### src/rtl/fan_tach_pkg.sv
package fan_tach_pkg;
    typedef enum logic [1:0] {
        ST_IDLE = 2'd0,
        ST_ARM  = 2'd1,
        ST_MEAS = 2'd2
    } meas_state_t;

    localparam logic [1:0] EDGE_FALL = 2'b00;
    localparam logic [1:0] EDGE_RISE = 2'b01;
    localparam logic [1:0] EDGE_BOTH = 2'b10;
endpackage

### src/rtl/tach_edge_sync.sv
module tach_edge_sync #(
    parameter int N_CH = 16
) (
    input  logic            clk,
    input  logic            rst_n,
    input  logic [N_CH-1:0] tach_i,
    output logic [N_CH-1:0] rise_o,
    output logic [N_CH-1:0] fall_o
);
    for (genvar g = 0; g < N_CH; g++) begin : g_line
        logic meta_q, sync_q, last_q;

        always_ff @(posedge clk or negedge rst_n) begin
            if (!rst_n) begin
                meta_q <= 1'b0;
                sync_q <= 1'b0;
                last_q <= 1'b0;
            end else begin
                meta_q <= tach_i[g];
                sync_q <= meta_q;
                last_q <= sync_q;
            end
        end

        assign rise_o[g] = sync_q & ~last_q;
        assign fall_o[g] = ~sync_q & last_q;
    end
endmodule

### src/rtl/tach_prescaler.sv
module tach_prescaler #(
    parameter int DIV_W = 2
) (
    input  logic             clk,
    input  logic             rst_n,
    input  logic             restart_i,
    input  logic [DIV_W-1:0] div_i,
    output logic             tick_o
);
    localparam int PW = 3 + 2 * ((1 << DIV_W) - 1);

    logic [PW-1:0] cnt_q;
    logic [PW-1:0] last_val;

    assign last_val = (PW'(4) << {div_i, 1'b0}) - PW'(1);
    assign tick_o   = (cnt_q >= last_val);

    always_ff @(posedge clk or negedge rst_n) begin
        if (!rst_n)              cnt_q <= '0;
        else if (restart_i)      cnt_q <= '0;
        else if (cnt_q >= last_val) cnt_q <= '0;
        else                     cnt_q <= cnt_q + PW'(1);
    end


    tick_spacing_chk: assert property (@(posedge clk) disable iff (!rst_n)
        tick_o |=> !tick_o);
endmodule

### src/rtl/tach_cfg_select.sv
module tach_cfg_select #(
    parameter int N_CH      = 16,
    parameter int N_SRC     = 8,
    parameter int NUM_TYPES = 3,
    parameter int TYPE_W    = 2,
    parameter int DIV_W     = 2,
    parameter int UNIT_W    = 16,
    localparam int CH_W     = $clog2(N_CH),
    localparam int SRC_W    = $clog2(N_SRC)
) (
    input  logic [CH_W-1:0]             chan_i,
    input  logic [N_CH*SRC_W-1:0]       chan_src_i,
    input  logic [N_SRC*TYPE_W-1:0]     src_type_i,
    input  logic [NUM_TYPES*2-1:0]      type_mode_i,
    input  logic [NUM_TYPES*DIV_W-1:0]  type_div_i,
    input  logic [NUM_TYPES*UNIT_W-1:0] type_unit_i,
    output logic [1:0]                  mode_o,
    output logic [DIV_W-1:0]            div_o,
    output logic [UNIT_W-1:0]           unit_o
);
    logic [SRC_W-1:0]  src;
    logic [TYPE_W-1:0] typ;
    int unsigned       tsel;

    always_comb begin
        src    = chan_src_i[int'(chan_i)*SRC_W +: SRC_W];
        typ    = src_type_i[int'(src)*TYPE_W +: TYPE_W];
        tsel   = (int'(typ) < NUM_TYPES) ? int'(typ) : 0;
        mode_o = type_mode_i[tsel*2 +: 2];
        div_o  = type_div_i[tsel*DIV_W +: DIV_W];
        unit_o = type_unit_i[tsel*UNIT_W +: UNIT_W];
    end
endmodule

### src/rtl/fan_tach_meas.sv
module fan_tach_meas
    import fan_tach_pkg::*;
#(
    parameter int N_CH      = 16,
    parameter int N_SRC     = 8,
    parameter int NUM_TYPES = 3,
    parameter int TYPE_W    = 2,
    parameter int DIV_W     = 2,
    parameter int UNIT_W    = 16,
    parameter int CNT_W     = 20,
    localparam int CH_W     = $clog2(N_CH),
    localparam int SRC_W    = $clog2(N_SRC)
) (
    input  logic                        clk,
    input  logic                        rst_n,
    input  logic [N_CH-1:0]             tach_i,
    input  logic [N_CH-1:0]             chan_en_i,
    input  logic                        trig_wr_i,
    input  logic [N_CH-1:0]             trig_val_i,
    input  logic [N_CH*SRC_W-1:0]       chan_src_i,
    input  logic [N_SRC*TYPE_W-1:0]     src_type_i,
    input  logic [NUM_TYPES*2-1:0]      type_mode_i,
    input  logic [NUM_TYPES*DIV_W-1:0]  type_div_i,
    input  logic [NUM_TYPES*UNIT_W-1:0] type_unit_i,
    output logic [31:0]                 result_o
);
    localparam logic [CNT_W-1:0] CNT_MAX = '1;

    meas_state_t       state, nxt;
    logic [CH_W-1:0]   chan_q, chan_enc;
    logic [CNT_W-1:0]  cnt_q, res_q;
    logic [UNIT_W-1:0] win_q;
    logic              done_q;

    logic [N_CH-1:0]   rise, fall;
    logic [1:0]        mode;
    logic [DIV_W-1:0]  div;
    logic [UNIT_W-1:0] unit;
    logic              tick, qual, expired, start;

    tach_edge_sync #(.N_CH(N_CH)) i_sync (
        .clk(clk), .rst_n(rst_n), .tach_i(tach_i),
        .rise_o(rise), .fall_o(fall)
    );

    tach_cfg_select #(
        .N_CH(N_CH), .N_SRC(N_SRC), .NUM_TYPES(NUM_TYPES), .TYPE_W(TYPE_W),
        .DIV_W(DIV_W), .UNIT_W(UNIT_W)
    ) i_cfg (
        .chan_i(chan_q), .chan_src_i(chan_src_i), .src_type_i(src_type_i),
        .type_mode_i(type_mode_i), .type_div_i(type_div_i),
        .type_unit_i(type_unit_i),
        .mode_o(mode), .div_o(div), .unit_o(unit)
    );

    tach_prescaler #(.DIV_W(DIV_W)) i_presc (
        .clk(clk), .rst_n(rst_n), .restart_i(trig_wr_i),
        .div_i(div), .tick_o(tick)
    );

    always_comb begin
        chan_enc = '0;
        for (int i = 0; i < N_CH; i++)
            if (trig_val_i[i]) chan_enc = CH_W'(i);
    end

    assign start   = trig_wr_i && $onehot(trig_val_i)
                     && |(trig_val_i & chan_en_i);
    assign expired = (win_q >= unit);

    always_comb begin
        unique case (mode)
            EDGE_FALL: qual = fall[chan_q];
            EDGE_RISE: qual = rise[chan_q];
            EDGE_BOTH: qual = rise[chan_q] | fall[chan_q];
            default:   qual = 1'b0;
        endcase
    end

    always_comb begin
        nxt = state;
        if (trig_wr_i) begin
            nxt = start ? ST_ARM : ST_IDLE;
        end else begin
            unique case (state)
                ST_IDLE: nxt = ST_IDLE;
                ST_ARM:  if (qual) nxt = ST_MEAS;
                         else if (expired) nxt = ST_IDLE;
                ST_MEAS: if (qual || expired) nxt = ST_IDLE;
                default: nxt = ST_IDLE;
            endcase
        end
    end

    always_ff @(posedge clk or negedge rst_n) begin
        if (!rst_n) state <= ST_IDLE;
        else        state <= nxt;
    end

    always_ff @(posedge clk or negedge rst_n) begin
        if (!rst_n) begin
            chan_q <= '0;
            cnt_q  <= '0;
            res_q  <= '0;
            win_q  <= '0;
            done_q <= 1'b0;
        end else if (trig_wr_i) begin
            done_q <= 1'b0;
            res_q  <= '0;
            cnt_q  <= '0;
            win_q  <= '0;
            if (start) chan_q <= chan_enc;
        end else begin
            unique case (state)
                ST_IDLE: ;
                ST_ARM: begin
                    if (tick && !expired) win_q <= win_q + UNIT_W'(1);
                    if (!qual && expired) done_q <= 1'b1;
                end
                ST_MEAS: begin
                    if (tick && !expired) win_q <= win_q + UNIT_W'(1);
                    if (tick && cnt_q != CNT_MAX) cnt_q <= cnt_q + CNT_W'(1);
                    if (qual) begin
                        done_q <= 1'b1;
                        res_q  <= cnt_q;
                    end else if (expired) begin
                        done_q <= 1'b1;
                        res_q  <= '0;
                    end
                end
                default: ;
            endcase
        end
    end

    assign result_o = {done_q, 11'b0, 20'(res_q)};


    trig_clears_done_chk: assert property (@(posedge clk) disable iff (!rst_n)
        trig_wr_i |=> !result_o[31]);


    done_idle_chk: assert property (@(posedge clk) disable iff (!rst_n)
        result_o[31] |-> state == ST_IDLE);


    cnt_monotonic_chk: assert property (@(posedge clk) disable iff (!rst_n)
        (state == ST_MEAS && $past(state) == ST_MEAS && !$past(trig_wr_i))
        |-> cnt_q >= $past(cnt_q));
endmodule

### config.mk
export PLATFORM = sky130hd
export DESIGN_NAME = fan_tach_meas
export DESIGN_NICKNAME = d
export VERILOG_FILES = /design/src/rtl/fan_tach_pkg.sv /design/src/rtl/tach_edge_sync.sv /design/src/rtl/tach_prescaler.sv /design/src/rtl/tach_cfg_select.sv /design/src/rtl/fan_tach_meas.sv
export SDC_FILE = /design/constraint.sdc
export NUM_CORES = 1
export LEC_CHECK = 0
export BUFFER_PORTS_ARGS = -buffer_cell sky130_fd_sc_hd__buf_2
export CAP_MARGIN = 20
export CORE_ASPECT_RATIO = 0.9
export CORE_MARGIN = 10
export CORE_UTILIZATION = 53
export CTS_CLUSTER_SIZE = 8
export DETAILED_ROUTE_END_ITERATION = 7
export PLACE_DENSITY = 0.89
export REMOVE_ABC_BUFFERS = 1
export SYNTH_ARGS = -nofsm -noshare
export SYNTH_HDL_FRONTEND = slang
export SYNTH_SLANG_ARGS = --single-unit
### constraint.sdc
create_clock -name clk -period 7.9 [get_ports clk]
set_input_delay 1.185 -clock clk [delete_from_list [all_inputs] [get_ports clk]]
set_output_delay 1.185 -clock clk [all_outputs]
set_load 0.05 [all_outputs]
==> flow_summary.ini <==
[finish]
filler_cell_count = 1040
layout_common_cells = 194 x buf_2, 120 x dfrtp_1, 47 x a21oi_1
final_layout_size_suffix_gt1_share_pct = 29.89
mostFrequentLayoutCell = buf_2
num_antenna_cells = 0
area_delta_synth_final_pct = 22.07
finalNetCount = 1093
finalInstanceArea_um2 = 8790

[power_and_ir_drop]
switching_share_pct = 40.35
clock_power_share_pct = 26.0
leakagePower_nw = 4.185
net-switching-power_mw = 1.102
cellInternalPower_mw = 1.630
power.sequential.fraction_pct = 25.8
power.density_nw_per_um2 = 310.8
power_frac_comb_pct = 48.2
vdd_drop_max_mv = 0.2112
total_power_of_the_final_layout_mw = 2.732

[drt]
detailedRoute.firstPassIterationCount = 5
drt-vias-per-instance = 5.936
drt-initial-drc-count = 521
avgRoutedWirePerCell_um = 18.90
drcViolationCount = 0
routed-via-count = 6280
route.final.wire_length_mm = 19.99
final_antenna_net_count = 0

[critical_path]
launching_element_type_of_the_critical_path = register
cp_data_arrival_time_ps = 7260
timing_worst_setup_path_type = reg -> reg
end_kind = register
critPathMaxFanout = 23
cp_data_required_time_ps = 8190

[synthesis]
netlist_area_um2 = 7201
post_synth_num_cell_types = 71
share_of_async_settable_or_async_resettable_flops_after_synthesis_pct = 100.0
yosys_warnings = 0
dominantRegCellSynth = dfrtp_1
avgSynthCellArea_um2 = 10.41
number_of_standard_cells_after_synthesis = 692
synth_top_cell_area_share_pct = 41.70
synth_area_leader_cell = dfrtp_1
synth_seq_area_share_pct = 41.70
synth_edf_count = 0
ys_seq_elements = 120
synth.top_cells.by_area = dfrtp_1 42%, ha_1 5.4%, mux4_2 4.1%

[status]
run_status = finished, final reports clean

[sta]
setup_tns_ps = 0
fin_worst_skew_ps = 9.812
min_period_over_period_pct = 88.24
finalHoldViolations = 0
setup_viol = 0
headroom_to_the_max_slew_limit_pct = 36.05
timing.final.crit_period_ps = 6971
worst-slew-pin-transition_ps = 959.2
max_freq_mhz = 143.4
slew_viols_final = 0
rsz_0062_raised_after_global_routing = false

[floorplan]
die_x_um = 142.9
placement_rows = 40
dieHeight_um = 130.6
placeableCoreArea_um2 = 13310
io_pins = 207
dieArea_um2 = 18660
floorplan.initialDensity_pct = 54.09

[clock_network]
cts_root_buf = clkbuf_16
clock_tree.htree_level_count = 4
clkSlewWorstSetupHoldPaths_ps = 60
hold_buffers = 0
tritoncts_num_sinks = 120
postCtsSetupRepairBufs = 0
cts_resized = 0
tritoncts = yes
total_cts_buffers = 17
number_of_buffers_on_the_longest_clock_path = 2
clkLatencyLatePin_ps = 420

[global_routing]
number_of_global_route_vias_before_repair = 6313
grt_pass1_wl_mm = 31.95
number_of_antenna_violations_at_the_first_check_in_global_routing = 0
grt_max_degree = 79
globalRouteTotalUtil_pct = 21.41
grt_remaining_overflow = 0

[min_path]
hp-class = reg -> reg

[place]
port-buffer-count = 195
finalWeightedCongestion = 0.9604
post-dp-hpwl_mm = 15.35
postPlaceCellArea_um2 = 8235

[job]
drv.max_cap_violation_count = 0
stage by stage:
step / utilization, % / worst slack, ps / hold slack [ps] / cells
finish: 66.02 / 928.8 / 346.0 / 1058
global route: 66.02 / 519.8 / 354.3 / 1058
CTS: 66.02 / 978.5 / 347.8 / 1058
detailed placement: 61.86 / 781.5 / 334.7 / 1026
global placement: 61.86 / 1025 / 332.4 / 1026
floorplan: - / 1207 / 331.2 / 656
synth_stat cells (11+ instances only):
master / count
a21oi_1: 47
a22o_1: 26
and3_1: 11
buf_4: 14
clkbuf_1: 21
dfrtp_1: 120
ha_1: 31
inv_1: 41
mux4_2: 13
nand2_1: 28
nand3_1: 32
nor2_1: 35
o21bai_1: 17
o22ai_1: 15
o31ai_1: 22
or4_1: 21
flip-flops by register name, summed over array words and instances (netlist names), 4 cells and up:
| name | cells |
|---|---|
| cnt_q | 20 |
| res_q | 20 |
| i_sync.g_line.last_q | 16 |
| i_sync.g_line.meta_q | 16 |
| i_sync.g_line.sync_q | 16 |
| win_q | 16 |
| i_presc.cnt_q | 9 |
| chan_q | 4 |
layout make-up:
cell class / instances / area, um^2 / share of cell area [%]
well taps: 168 / 210.2 / 2.391
inverters: 41 / 153.9 / 1.751
clock inverters: 14 / 115.1 / 1.310
repair buffers: 202 / 1031 / 11.73
flip-flops and latches: 120 / 3003 / 34.16
multi-input cells: 495 / 3837 / 43.66
clock buffers: 18 / 439.2 / 4.996
cells by family after synthesis:
family	count (synthesis)	synth area share, %
AOI/OAI and AO/OA	217	22.69
and+or+nand+nor	190	14.37
DFF	120	41.70
buffers and inverters	87	5.595
adders and majority gates	41	8.167
muxes	26	6.273
xor gates and xnor gates	9	1.095
other	2	0.1043
power groups by stage:
stage | Sequential, mW | Clock, mW | Combinational [mW]
after detailed placement | 0.715 | 0 | 1.30
final | 0.704 | 0.711 | 1.32
after floorplan | 0.712 | 0 | 0.971
after global routing | 0.712 | 0.752 | 1.48
after CTS | 0.705 | 0.723 | 1.31
after global placement | 0.713 | 0 | 1.27
path summary, 6_finish.rpt:
kind,startpoint,end,slack (ps),cells after the start
worst max-delay path,chan_q[2],win_q[15],930,23
worst min-delay path,i_sync.g_line[11].meta_q,i_sync.g_line[11].sync_q,350,0
worst max register to register,chan_q[2],win_q[15],930,23
worst min register to register,i_sync.g_line[11].meta_q,i_sync.g_line[11].sync_q,350,0
max in group asynchronous,rst_n,i_sync.g_line[4].sync_q,5780,2
min in group asynchronous,rst_n,i_presc.cnt_q[7],760,1
worst max-delay path, cell delays in order (launching register included):
cell,delay (ps)
dfrtp_1,910
mux4_1,750
a22oi_4,280
nand2_4,110
mux2_1,330
o22a_1,240
nand4_2,100
buf_4,260
nand2_2,290
o221a_2,330
ha_1,260
nand2b_1,140
a21o_1,170
a21o_1,160
a21o_1,170
a21o_1,170
a21o_1,160
a21o_1,170
a211oi_1,220
o21ai_1,100
a21oi_1,370
o22ai_2,360
nor4_1,440
mux2_1,360
per-layer routing:
| metal | vias up | GRT usage [%] | wire (um) |
|---|---|---|---|
| met5 | - | 0 | 0 |
| met4 | 0 | 8.303 | 429 |
| met3 | 36 | 6.674 | 1662 |
| met2 | 246 | 34.59 | 9448 |
| met1 | 3006 | 26.47 | 8452 |
| li1 | 2992 | - | - |
Note: power is estimated with default switching activity, not from simulation.
